==> src/rtl/plb_pkg.sv <==
package plb_pkg;
  typedef enum logic {
    SRC_L1 = 1'b0,
    SRC_LB = 1'b1
  } fetch_src_e;
endpackage

==> src/rtl/plb_steer.sv <==
// Next-fetch source prediction from the current fetch's BTB result and word offset.
module plb_steer #(
  parameter int OFF_W = 3
) (
  input  logic [OFF_W-1:0] word_off,
  input  logic             btb_hit,
  input  logic             btb_taken,
  output logic             next_from_lb
);
  logic taken_xfer;
  logic line_end;

  assign taken_xfer   = btb_hit & btb_taken;
  assign line_end     = &word_off;
  assign next_from_lb = ~taken_xfer & ~line_end;
endmodule

==> src/rtl/plb_line_buf.sv <==
// Single-line buffer: line storage, tag, valid, and word read port.
module plb_line_buf #(
  parameter int WORD_W     = 32,
  parameter int LINE_WORDS = 8,
  parameter int TAG_W      = 27,
  localparam int OFF_W     = $clog2(LINE_WORDS),
  localparam int LINE_W    = WORD_W * LINE_WORDS
) (
  input  logic              clk,
  input  logic              rst,
  input  logic              load,
  input  logic [TAG_W-1:0]  load_tag,
  input  logic [LINE_W-1:0] load_line,
  input  logic              invalidate,
  input  logic [TAG_W-1:0]  rd_tag,
  input  logic [OFF_W-1:0]  rd_off,
  output logic              hit,
  output logic [WORD_W-1:0] rd_word
);
  logic [LINE_W-1:0] line_q;
  logic [TAG_W-1:0]  tag_q;
  logic              valid_q;
  logic [WORD_W-1:0] words [LINE_WORDS];

  // data and tag carry no reset; only the valid bit does
  always_ff @(posedge clk) begin
    if (load) begin
      line_q <= load_line;
      tag_q  <= load_tag;
    end
  end

  always_ff @(posedge clk) begin
    if (rst)             valid_q <= 1'b0;
    else if (invalidate) valid_q <= 1'b0;
    else if (load)       valid_q <= 1'b1;
  end

  for (genvar g = 0; g < LINE_WORDS; g++) begin : g_word
    assign words[g] = line_q[g*WORD_W +: WORD_W];
  end

  assign rd_word = words[rd_off];
  assign hit     = valid_q & (tag_q == rd_tag);
endmodule

==> src/rtl/plb_counter.sv <==
module plb_counter #(
  parameter int CNT_W = 16
) (
  input  logic             clk,
  input  logic             rst,
  input  logic             inc,
  output logic [CNT_W-1:0] count
);
  always_ff @(posedge clk) begin
    if (rst)      count <= '0;
    else if (inc) count <= count + 1'b1;
  end
endmodule

==> src/rtl/plb_fetch.sv <==
module plb_fetch
  import plb_pkg::*;
#(
  parameter int ADDR_W     = 32,
  parameter int WORD_W     = 32,
  parameter int LINE_WORDS = 8,
  parameter int CNT_W      = 16,
  localparam int BYTE_OFF  = $clog2(WORD_W / 8),
  localparam int OFF_W     = $clog2(LINE_WORDS),
  localparam int WA_W      = ADDR_W - BYTE_OFF,
  localparam int TAG_W     = WA_W - OFF_W,
  localparam int LINE_W    = WORD_W * LINE_WORDS
) (
  input  logic              clk,
  input  logic              rst,
  input  logic              fetch_valid,
  input  logic [ADDR_W-1:0] fetch_pc,
  input  logic              btb_hit,
  input  logic              btb_taken,
  input  logic              redirect,
  output logic              l1_rd_en,
  output logic [TAG_W-1:0]  l1_rd_tag,
  input  logic [LINE_W-1:0] l1_rd_line,
  output logic [WORD_W-1:0] instr,
  output logic              instr_valid,
  output logic              instr_src,
  output logic              recover,
  output logic [CNT_W-1:0]  lb_access_cnt,
  output logic [CNT_W-1:0]  l1_access_cnt
);
  logic [WA_W-1:0]     pc_wa;
  logic [BYTE_OFF-1:0] unused_pc_bits;
  logic [WA_W-1:0]     held_wa_q;
  logic [WA_W-1:0]     l1_wa;
  logic                use_lb_q;
  logic                recover_q;
  logic                accept;
  logic                lb_try;
  logic                l1_go;
  logic                lb_hit;
  logic                next_from_lb;
  logic [WORD_W-1:0]   lb_word;
  logic [WORD_W-1:0]   l1_word;
  logic [WORD_W-1:0]   l1_words [LINE_WORDS];

  assign pc_wa          = fetch_pc[ADDR_W-1:BYTE_OFF];
  assign unused_pc_bits = fetch_pc[BYTE_OFF-1:0];

  // A recover cycle belongs to the reissue; fetch inputs are not accepted.
  assign accept = fetch_valid & ~recover_q;
  assign lb_try = accept & use_lb_q;
  assign l1_go  = recover_q | (accept & ~use_lb_q);
  assign l1_wa  = recover_q ? held_wa_q : pc_wa;

  assign l1_rd_en  = l1_go;
  assign l1_rd_tag = l1_wa[WA_W-1:OFF_W];
  assign recover   = recover_q;

  for (genvar g = 0; g < LINE_WORDS; g++) begin : g_l1_word
    assign l1_words[g] = l1_rd_line[g*WORD_W +: WORD_W];
  end
  assign l1_word = l1_words[l1_wa[OFF_W-1:0]];

  plb_line_buf #(
    .WORD_W     (WORD_W),
    .LINE_WORDS (LINE_WORDS),
    .TAG_W      (TAG_W)
  ) u_line_buf (
    .clk        (clk),
    .rst        (rst),
    .load       (l1_go),
    .load_tag   (l1_wa[WA_W-1:OFF_W]),
    .load_line  (l1_rd_line),
    .invalidate (redirect),
    .rd_tag     (pc_wa[WA_W-1:OFF_W]),
    .rd_off     (pc_wa[OFF_W-1:0]),
    .hit        (lb_hit),
    .rd_word    (lb_word)
  );

  plb_steer #(
    .OFF_W (OFF_W)
  ) u_steer (
    .word_off     (pc_wa[OFF_W-1:0]),
    .btb_hit      (btb_hit),
    .btb_taken    (btb_taken),
    .next_from_lb (next_from_lb)
  );

  plb_counter #(.CNT_W(CNT_W)) u_lb_cnt (
    .clk   (clk),
    .rst   (rst),
    .inc   (lb_try),
    .count (lb_access_cnt)
  );

  plb_counter #(.CNT_W(CNT_W)) u_l1_cnt (
    .clk   (clk),
    .rst   (rst),
    .inc   (l1_go),
    .count (l1_access_cnt)
  );

  always_ff @(posedge clk) begin
    if (rst) begin
      use_lb_q    <= 1'b0;
      recover_q   <= 1'b0;
      held_wa_q   <= '0;
      instr       <= '0;
      instr_valid <= 1'b0;
      instr_src   <= SRC_L1;
    end else begin
      instr_valid <= l1_go | (lb_try & lb_hit);
      instr_src   <= lb_try ? SRC_LB : SRC_L1;
      instr       <= l1_go ? l1_word : lb_word;
      recover_q   <= lb_try & ~lb_hit;
      if (lb_try) held_wa_q <= pc_wa;
      if (redirect)    use_lb_q <= 1'b0;
      else if (accept) use_lb_q <= next_from_lb;
    end
  end
endmodule

==> config.mk <==
export PLATFORM = sky130hd
export DESIGN_NAME = plb_fetch
export DESIGN_NICKNAME = d
export VERILOG_FILES = /design/src/rtl/plb_pkg.sv /design/src/rtl/plb_steer.sv /design/src/rtl/plb_line_buf.sv /design/src/rtl/plb_counter.sv /design/src/rtl/plb_fetch.sv
export SDC_FILE = /design/constraint.sdc
export NUM_CORES = 1
export LEC_CHECK = 0
export BUFFER_PORTS_ARGS = -buffer_cell sky130_fd_sc_hd__buf_2
export CAP_MARGIN = 40
export CORE_UTILIZATION = 30
export DETAILED_ROUTE_END_ITERATION = 10
export HOLD_SLACK_MARGIN = 0.03
export PLACE_DENSITY = 0.46
export SYNTH_ARGS = -nofsm -noshare
export SYNTH_HDL_FRONTEND = slang
export SYNTH_SLANG_ARGS = --single-unit
==> constraint.sdc <==
create_clock -name clk -period 16.2 [get_ports clk]
set_input_delay 0.81 -clock clk [delete_from_list [all_inputs] [get_ports clk]]
set_output_delay 0.81 -clock clk [all_outputs]
set_load 0.02 [all_outputs]
==> summary.md <==
| Metric | Value |
|---|---|
| Final min period | 4.24 ns |
| Max Slew Vio Count | 0 |
| DRT Pass-1 Iters | 5 |
| Hold buffers post-CTS | 0 |
| Total track usage | 0.184 |
| Initial Util | 0.303 |
| Critical path capture point type | output port |
| Peak supply drop | 66.8 µV |
| Average size of a mapped cell | approximately 13 µm² |
| Max frequency | 236 MHz |
| Period utilization | 0.262 |
| RSZ-0062 raised after global routing | no |
| Number of synthesized register bits | 382 |
| Critical path data arrival time | around 3.4 ns |
| Post-synth EDFFs | 283 |
| Layer with the highest usage | met2 |
| Most frequent cell on the critical path | buf_4 |
| Met2 Use GR | 0.294 |
| Vias in the first global route | about 12000 |
| TritonCTS buffer count | 46 |
| Die H | 238 µm |
| Synth Cell Area | 16700 µm² |
| Fin Setup TNS | 0 ns |
| Final ANT Viol Nets | 0 |
| First-pass GRT wire length | 78600 µm |
| Worst-Margin Slew | approximately 0.85 ns |
| Static Leakage | 8.16 nW |
| Initial DRC count | 806 |
| CTS tree | done |
| Placer Congestion | 0.770 |
| Cells after Synth | 1251 |
| Core area | 55100 µm² |
| Max-cap viol count | 0 |
| Slew HR | 0.434 |
| Largest net degree at the start of global routing | 99 |
| Pwr Total | approximately 0.0024 W |
| Async SR Flop Fraction | 0 |
| Pwr Density | ~110 nW/µm² |
| Outcome | finished, final reports clean |
| Post_cts resized | 0 |
| Syn-to-layout area delta | 25.2% |
| CP Cell Sequence | buf_4 > nor2_1 > inv_8 > buf_4 > buf_2 |
| Fill count | 5377 |
| Critical path class | register to output port |
| Distinct cells, synth | 50 |
| Ratio of cells with drive above 1 in the final layout | 0.347 |
| Total gr overflow | 0 |
| DRT Wirelength | 53000 µm |
| Ys Warns | 0 |
| Row count | 86 |
| Die X-Extent | ~240 µm |
| Detailed-placement wirelength estimate | 34100 µm |
| Slowest stage delay, CP | approximately 0.67 ns |
| Initial antenna violation count | 14 |
| Final hold vios | 0 |
| Max Buffers Root-to-Sink | 3 |
| Final Skew | 0.0129 ns |
| Number of setup buffers added after CTS | 0 |
| Crit Path Max Fanout | 98 |
| Post-DR vias/cell | 4.93 |
| Worst Hold Class | input pin to register |
| Total die area | 56600 µm² |
| Clock H-tree levels | 2 |
| CTS Sinks | around 380 |
| Nets | about 1900 |
| Worst path required time | around 15 ns |
| IO buf count | 386 |
| CTS root buf | clkbuf_16 |
| I/O pins | 389 |
| Crit-path leading delay family | buffers and inverters |
| Clk slew on worst S/H paths | 0.06 ns |
| Sequential fraction of the synthesis area | 0.627 |
| Grt met3 use | 0.0511 |
| Slowest CP cell | buf_4 |
| Startpoint type of the worst setup path | register |
| Top_reg_cell synth | edfxtp_1 |
| Endpoints failing setup | 0 |
| Crit path buffers/inverters | 4 |
| # DRC | 0 |
| Via total after detailed routing | between 10000 and 15000 |
| Met1 Use GR | 0.246 |
| Skew-Pair Late Insertion Delay | approximately 0.57 ns |
| Synth Net Count | about 1500 |
| DR WL/cell | 22.0 µm |
-- stage by stage --
stage	std cells	cell area (µm²)	utilization	worst slack (ns)	hold slack (ns)
CTS	2408	20900	0.379	11.84	0.389
global placement	2320	19400	0.352	11.95	0.438
finish	2412	20900	0.380	11.96	0.427
global route	2410	20900	0.379	11.68	0.398
detailed placement	2324	19500	0.354	11.92	0.446
floorplan	1251	16700	-	8.66	0.433
-- logic make-up (layout without fill, tap and decap cells) --
| logic type | count (synthesis) | after routing | synth area share |
|---|---|---|---|
| other | 0 | 4 | 0 |
| AND/OR/NAND/NOR | 437 | 437 | 0.114 |
| multiplexers | 157 | 157 | 0.145 |
| adder cells (fa/ha/maj) | 2 | 2 | 0.00150 |
| AO/OA/AOI/OAI | 144 | 144 | 0.0644 |
| buffers and inverters | 89 | 498 | 0.0273 |
| XOR/XNOR | 40 | 40 | 0.0210 |
| flip-flops | 382 | 382 | 0.627 |
-- flip-flops by register name (all words and copies together), names as in the netlist --
register and count:
instr_src 1, held_wa_q 30, u_line_buf.valid_q 1, instr 32, recover 1, u_l1_cnt.count 16, instr_valid 1, use_lb_q 1
u_line_buf.tag_q 27, u_lb_cnt.count 16, u_line_buf.line_q 256
-- placed cells by master (no fill, tap or decap), types with 2 or more instances in the layout --
cell and n:
clkbuf_1 18, buf_2 384, edfxtp_1 283, buf_4 21, o32ai_4 2, o31ai_1 8, clkbuf_8 3, and3_1 3
mux2i_1 64, nand2_1 266, and4_1 2, or3_1 8, xor2_1 10, nand4_1 12, clkinv_1 7, buf_16 3
a32oi_1 32, mux2_2 27, nor4_1 2, nor3_1 5, mux4_2 64, ha_1 2, nand3_1 70, diode_2 4
or4_1 8, nor2_1 49, a41o_1 32, o21ai_0 12, inv_1 3, dfxtp_1 98, clkbuf_16 49, xnor2_1 30
nand4_2 2, a21oi_1 50, clkinv_2 5
-- power by group --
| part | switching (W) | total, W | internal (W) |
|---|---|---|---|
| Clock | 0.000404 | 0.000986 | 0.000581 |
| Sequential | 0.0000159 | 0.00113 | 0.00112 |
| Combinational | 0.000156 | 0.000264 | 0.000108 |
| Total | 0.000576 | 0.00238 | 0.00181 |
-- worst register-to-register path, stage by stage (launching register included) --
cell and delay (ns):
dfxtp_2 0.31, buf_4 0.56, nor2_1 0.37, inv_8 0.63, buf_4 0.60, buf_12 0.29
-- cell type report --
class | instances | area (µm²) | share of cell area
Antenna cell | 4 | 10.0 | 0.000479
Sequential cell | 382 | 10500 | 0.501
Timing Repair Buffer | 409 | 2180 | 0.104
Inverter | 5 | 26.3 | 0.00126
Clock buffer | 70 | 1340 | 0.0638
Multi-Input combinational cell | 780 | 5850 | 0.280
Clock inverter | 14 | 90.1 | 0.00431
Tap cell | 748 | 936 | 0.0448
-- metal layers --
| metal | share of wire | routed length (µm) |
|---|---|---|
| met5 | 0.0025 | 133 |
| met4 | 0.018 | 953 |
| met1 | 0.44 | 23100 |
| met2 | 0.47 | 24700 |
| met3 | 0.077 | 4090 |
-- Yosys cell counts, types with 2 or more instances --
cell type,count,area (µm²)
ha_1,2,25.0
mux4_2,64,1440
inv_1,4,15.0
a41o_1,32,320
edfxtp_1,283,8500
nand2_1,266,998
and4_1,2,17.5
buf_2,28,140
nand4_1,12,75.1
o21ai_0,12,60.1
mux2i_1,64,641
nor4_1,2,12.5
a21oi_1,50,250
o32ai_2,2,32.5
buf_1,5,18.8
buf_6,10,113
dfxtp_1,99,1980
o31ai_1,8,60.1
or3_1,9,56.3
xor2_1,10,87.6
and3_1,3,18.8
nor2_1,50,188
or4_1,8,60.1
a32oi_1,32,280
clkbuf_1,38,143
xnor2_1,30,263
mux2_2,27,304
nor3_1,5,25.0
nand4_2,2,25.0
buf_4,3,22.5
nand3_1,70,350
-- worst paths after layout --
path | to | cells past startpoint | slack (ns) | start
max reg2reg | u_line_buf.line_q[242] | 5 | 13.13 | recover
max | l1_rd_en | 5 | 11.96 | recover
min | u_line_buf.line_q[114] | 1 | 0.43 | l1_rd_line[114]
min reg2reg | held_wa_q[29] | 2 | 0.45 | held_wa_q[29]
Note: power is estimated with default switching activity, not from simulation.
